$ cat src/rtl/tsk_pkg.sv
package tsk_pkg;
  localparam int NTASK_DEF = 16;

  typedef enum logic {
    SEL_PEND = 1'b0,
    SEL_MASK = 1'b1
  } reg_sel_e;
endpackage

$ cat src/rtl/tsk_pend_bits.sv
module tsk_pend_bits #(
  parameter int N = 16
) (
  input  logic         clk,
  input  logic         rst_n,
  input  logic [N-1:0] evt,
  input  logic         clr_en,
  input  logic [N-1:0] clr_bits,
  output logic [N-1:0] pend
);
  // one flop per task; a set in the same cycle as a clear wins
  for (genvar g = 0; g < N; g++) begin : g_bit
    logic bit_q;
    always_ff @(posedge clk) begin
      if (!rst_n)
        bit_q <= 1'b0;
      else if (evt[g])
        bit_q <= 1'b1;
      else if (clr_en && clr_bits[g])
        bit_q <= 1'b0;
    end
    assign pend[g] = bit_q;
  end
endmodule

$ cat src/rtl/tsk_mask_reg.sv
module tsk_mask_reg #(
  parameter int N = 16
) (
  input  logic         clk,
  input  logic         rst_n,
  input  logic         we,
  input  logic [N-1:0] wdata,
  output logic [N-1:0] mask
);
  always_ff @(posedge clk) begin
    if (!rst_n)
      mask <= '1;
    else if (we)
      mask <= wdata;
  end
endmodule

$ cat src/rtl/tsk_lsb_enc.sv
module tsk_lsb_enc #(
  parameter int N = 16,
  parameter int W = 4
) (
  input  logic [N-1:0] vec,
  output logic [W-1:0] idx,
  output logic         any
);
  always_comb begin
    idx = '0;
    for (int i = N - 1; i >= 0; i--) begin
      if (vec[i]) idx = i[W-1:0];
    end
  end
  assign any = |vec;
endmodule

$ cat src/rtl/tsk_irq_pend.sv
module tsk_irq_pend
  import tsk_pkg::*;
#(
  parameter int NTASK = NTASK_DEF,
  localparam int IDXW = (NTASK > 1) ? $clog2(NTASK) : 1
) (
  input  logic             clk,
  input  logic             rst_n,
  input  logic [NTASK-1:0] task_evt,
  input  logic             wr_en,
  input  logic             wr_sel,
  input  logic [NTASK-1:0] wr_data,
  input  logic             rd_sel,
  output logic [NTASK-1:0] rd_data,
  output logic             irq,
  output logic [IDXW-1:0]  svc_idx,
  output logic             svc_valid
);
  logic [NTASK-1:0] pend_q;
  logic [NTASK-1:0] mask_q;
  logic [NTASK-1:0] live;
  logic             pend_wr;
  logic             mask_wr;
  logic             any_live;

  assign pend_wr = wr_en && (reg_sel_e'(wr_sel) == SEL_PEND);
  assign mask_wr = wr_en && (reg_sel_e'(wr_sel) == SEL_MASK);

  tsk_pend_bits #(.N(NTASK)) u_pend (
    .clk      (clk),
    .rst_n    (rst_n),
    .evt      (task_evt),
    .clr_en   (pend_wr),
    .clr_bits (wr_data),
    .pend     (pend_q)
  );

  tsk_mask_reg #(.N(NTASK)) u_mask (
    .clk   (clk),
    .rst_n (rst_n),
    .we    (mask_wr),
    .wdata (wr_data),
    .mask  (mask_q)
  );

  assign live = pend_q & ~mask_q;

  tsk_lsb_enc #(.N(NTASK), .W(IDXW)) u_enc (
    .vec (live),
    .idx (svc_idx),
    .any (any_live)
  );

  assign irq       = any_live;
  assign svc_valid = any_live;
  assign rd_data   = (reg_sel_e'(rd_sel) == SEL_MASK) ? mask_q : pend_q;
endmodule

$ cat config.mk
export PLATFORM = sky130hd
export DESIGN_NAME = tsk_irq_pend
export DESIGN_NICKNAME = d
export VERILOG_FILES = /design/src/rtl/tsk_pkg.sv /design/src/rtl/tsk_pend_bits.sv /design/src/rtl/tsk_mask_reg.sv /design/src/rtl/tsk_lsb_enc.sv /design/src/rtl/tsk_irq_pend.sv
export SDC_FILE = /design/constraint.sdc
export NUM_CORES = 1
export LEC_CHECK = 0
export ABC_AREA = 1
export ABC_CLOCK_PERIOD_IN_PS = 1300
export BUFFER_PORTS_ARGS = -buffer_cell sky130_fd_sc_hd__buf_2
export CORE_AREA = 4 4 58 70
export DETAILED_ROUTE_END_ITERATION = 10
export DIE_AREA = 0 0 62 74
export PLACE_DENSITY_LB_ADDON = 0.05
export SLEW_MARGIN = 30
export SYNTH_ARGS = -nofsm -noshare
export SYNTH_HDL_FRONTEND = slang
export SYNTH_SLANG_ARGS = --single-unit
export TNS_END_PERCENT = 20
$ cat constraint.sdc
create_clock -name clk -period 1.3 [get_ports clk]
set_input_delay 0.065 -clock clk [delete_from_list [all_inputs] [get_ports clk]]
set_output_delay 0.065 -clock clk [all_outputs]
set_load 0.01 [all_outputs]
==> results.toml <==
[outcome]
status = "finished with violations"
violations = "setup timing"

[detailed_routing]
drt-total-wl_um = 4568
drt_pass1_iterations = 4
post_drt_wl_per_cell_um = 12.31
dr_total_vias = 1850
drcViolationCount = 0
drt_iter0_markers = 82
viasPerCell = 4.987
detail-route-antenna-nets = 0

[setup_path]
cp-end-kind = "output port"
reg2reg_from = "u_mask.mask[15]"
crit_top_cell = "nand2_1"
start_kind = "flop"
reg2regPathDepth = 3
arrival_ns = 1.63
critPathMaxFanout = 2
rrSetupSlack_ns = 0.59
required_ns = 1.24
cp_slowest_cell = "dfxtp_2"
path_cells = "inv_2, or2_4, nand2_2, nand2_1, nand2_1, nand2_1, nand2_1, nand2_1, nand2_1, nand2_1, nand2_1, nand2_1, nand2_1, a21oi_2, buf_2"
rr_endpoint = "u_mask.mask[15]"
max_stage_delay_ns = 0.33
startpoint = "u_pend.g_bit[12].bit_q"
setup.worst_path.end = "svc_idx[0]"
worstSetupPathType = "reg2out"

[synthesis]
async_reset_ff_share_pct = 0
synthTopCellsByArea = "dfxtp_1, nand2_1, nand3_1"
yosysSeqAreaShare_pct = 39.78
synth_area_per_cell_um2 = 6.546
synth_edf_count = 0
ys_ff_latch = 32
synth_top_area_share_pct = 39.78
synthCells = 246
synthFlopType = "dfxtp_1"
post-synth-top-area-cell = "dfxtp_1"
synth.cell_area_um2 = 1610
yosysWarningCount = 0
syn-num-nets = 283
ys_types = 22

[global_routing]
grt_use_met2_pct = 38.13
grt_pass1_vias = 1837
grt.overflow.total = 0
grt_max_degree = 23
busiest_layer = "met2"
grtUsageMet3_pct = 5.556
antenna_found_initial = 0
grt_pass1_wl_um = 7900
track_usage_pct = 22.92
met1_usage_pct = 28.02

[sta]
slew_viol_final = 0
fmax_mhz = 590.9
layout_setup_ws_ns = -0.3923
whs_ns = 0.001672
min_period_ns = 1.692
fin_worst_skew_ns = 0
max_slew_margin_pct = 78.37
worst_pin_slew_ns = 0.3240
finalHoldViolCount = 0
fin_tns_setup_ns = -1.713
fin_crit_sh_pct = 130.2
rsz0062_at_grt = "true"
setup_violations = 6

[clocking]
cts_buffers = 5
clkLatencyLatePin_ns = 0.28
cts_max_level = 2
clkTransAtPathRegs_ns = 0.07
cts.sinks = 32
root_buffer = "clkbuf_8"
clk_path_buf_depth = 2
cts_tree = "done"

[power_and_ir_drop]
seqPwrFrac_pct = 43.1
ir_worst_vdd_v = 0.0008616
p_comb_share_pct = 23.9
switchingPower_uw = 720.1
p_sw_share_pct = 28.46
intPower_mw = 1.810
p_per_area_nw_per_um2 = 1080
p_clk_share_pct = 33.0
power.leakage_nw = 1.245

[floorplan]
row_count = 23
die_w_um = 62
die-area_um2 = 4588
core_um2 = 3367
start_util_pct = 47.83
die-height_um = 74
io_pins = 59

[placed_design]
pre_cts_ws_ns = -0.1017
dpl.hpwl_um = 3300
place_area_um2 = 2038
dp_cells = 346
gp_congestion = 0.8790
io_buffers = 58

[layout]
area.growth.synth_to_final_pct = 45.45
fin_cells = 371
drive_gt1_share_pct = 30.84
antennaDiodeCount = 0
layout.nets = 371
finish.instance_area_um2 = 2342
fillers = 304

[run]
maxCapViolations = 0

[worst_hold_path]
hp-class = "in2reg"
## per-stage QoR
stage / utilization [%] / total power [mW]
final: 69.57 / 2.530
after floorplan: - / 1.424
after global placement: 60.54 / 1.652
after detailed placement: 60.54 / 1.660
after CTS: 69.16 / 2.531
after global routing: 69.57 / 2.668
## how the worst min path moves through the flow
| stage | startpoint | endpoint | cells past startpoint |
|---|---|---|---|
| after CTS | wr_data[8] | u_mask.mask[8] | 3 |
| after global routing | wr_data[8] | u_mask.mask[8] | 3 |
| after floorplan | wr_data[10] | u_mask.mask[10] | 2 |
| final | wr_data[8] | u_mask.mask[8] | 3 |
| after global placement | task_evt[7] | u_pend.g_bit[7].bit_q | 3 |
| after detailed placement | task_evt[7] | u_pend.g_bit[7].bit_q | 3 |
## area by class of cell
cell class | count | area (um2) | area share, %
tap | 37 | 46.29 | 1.976
clock buffer | 7 | 96.34 | 4.113
inverter | 32 | 120.1 | 5.128
multi-input combinational | 170 | 824.5 | 35.20
timing repair buffer | 93 | 610.6 | 26.07
sequential | 32 | 644.4 | 27.51
## synth_stat cells (5+ instances only)
cell	instances
nand2_1	64
dfxtp_1	32
inv_1	27
nand3_1	24
a21oi_1	20
nor2_1	17
o21ai_1	13
clkbuf_1	9
o21ai_0	8
or2_1	7
inv_2	5
o211ai_1	5
or2_4	5
## logic make-up (layout without fill, tap and decap cells)
family	after synthesis	after routing	share of synthesized area, %
and+or+nand+nor	121	121	33.26
AOI/OAI and AO/OA	49	49	16.47
buffers and inverters	44	132	10.49
DFF	32	32	39.78
## cells in the final DEF (no fill, tap or decap), drive strengths merged
master and instances:
a21oi 21, a31oi 1, buf 75, clkbuf 7, dfxtp 32, dlygate4sd3 18, inv 32, nand2 64
nand3 24, nand4 1, nor2 18, nor3 1, nor4 1, o211ai 5, o21ai 21, o21bai 1
or2 12
## critical path: cells and delay by family, from the launching register on
family | cells | cell delay, ns
buffers and inverters | 2 | 0.16
and+or+nand+nor | 12 | 0.80
DFF | 1 | 0.33
AOI/OAI and AO/OA | 1 | 0.05
## power groups by stage
stage | clock (mW) | combinational, mW | sequential [mW]
after detailed placement | 0 | 0.549 | 1.11
final | 0.835 | 0.604 | 1.09
after global placement | 0 | 0.543 | 1.11
after global routing | 0.878 | 0.690 | 1.10
after floorplan | 0 | 0.320 | 1.10
after CTS | 0.841 | 0.599 | 1.09
## state kept, by name (all words and copies together) (netlist names)
name and flops:
u_pend.g_bit.bit_q 16, u_mask.mask 16
## routing by layer
layer / up-vias / wire length (um) / share of wire [%]
li1: 956 / - / -
met1: 834 / 1973 / 43
met2: 54 / 2236 / 49
met3: 6 / 292 / 6.4
met4: 0 / 65 / 1.4
met5: - / 0 / 0
## repair_timing
action / 4_1_cts / 5_1_grt
buffers inserted: 0 / 0
setup endpoints to repair: 6 / 6
pin swaps: 1 / 2
endpoints found under the hold margin: 18 / 0
hold buffers: 18 / 0
resized for setup: 6 / 4
Power figures use the tool's default switching activity.
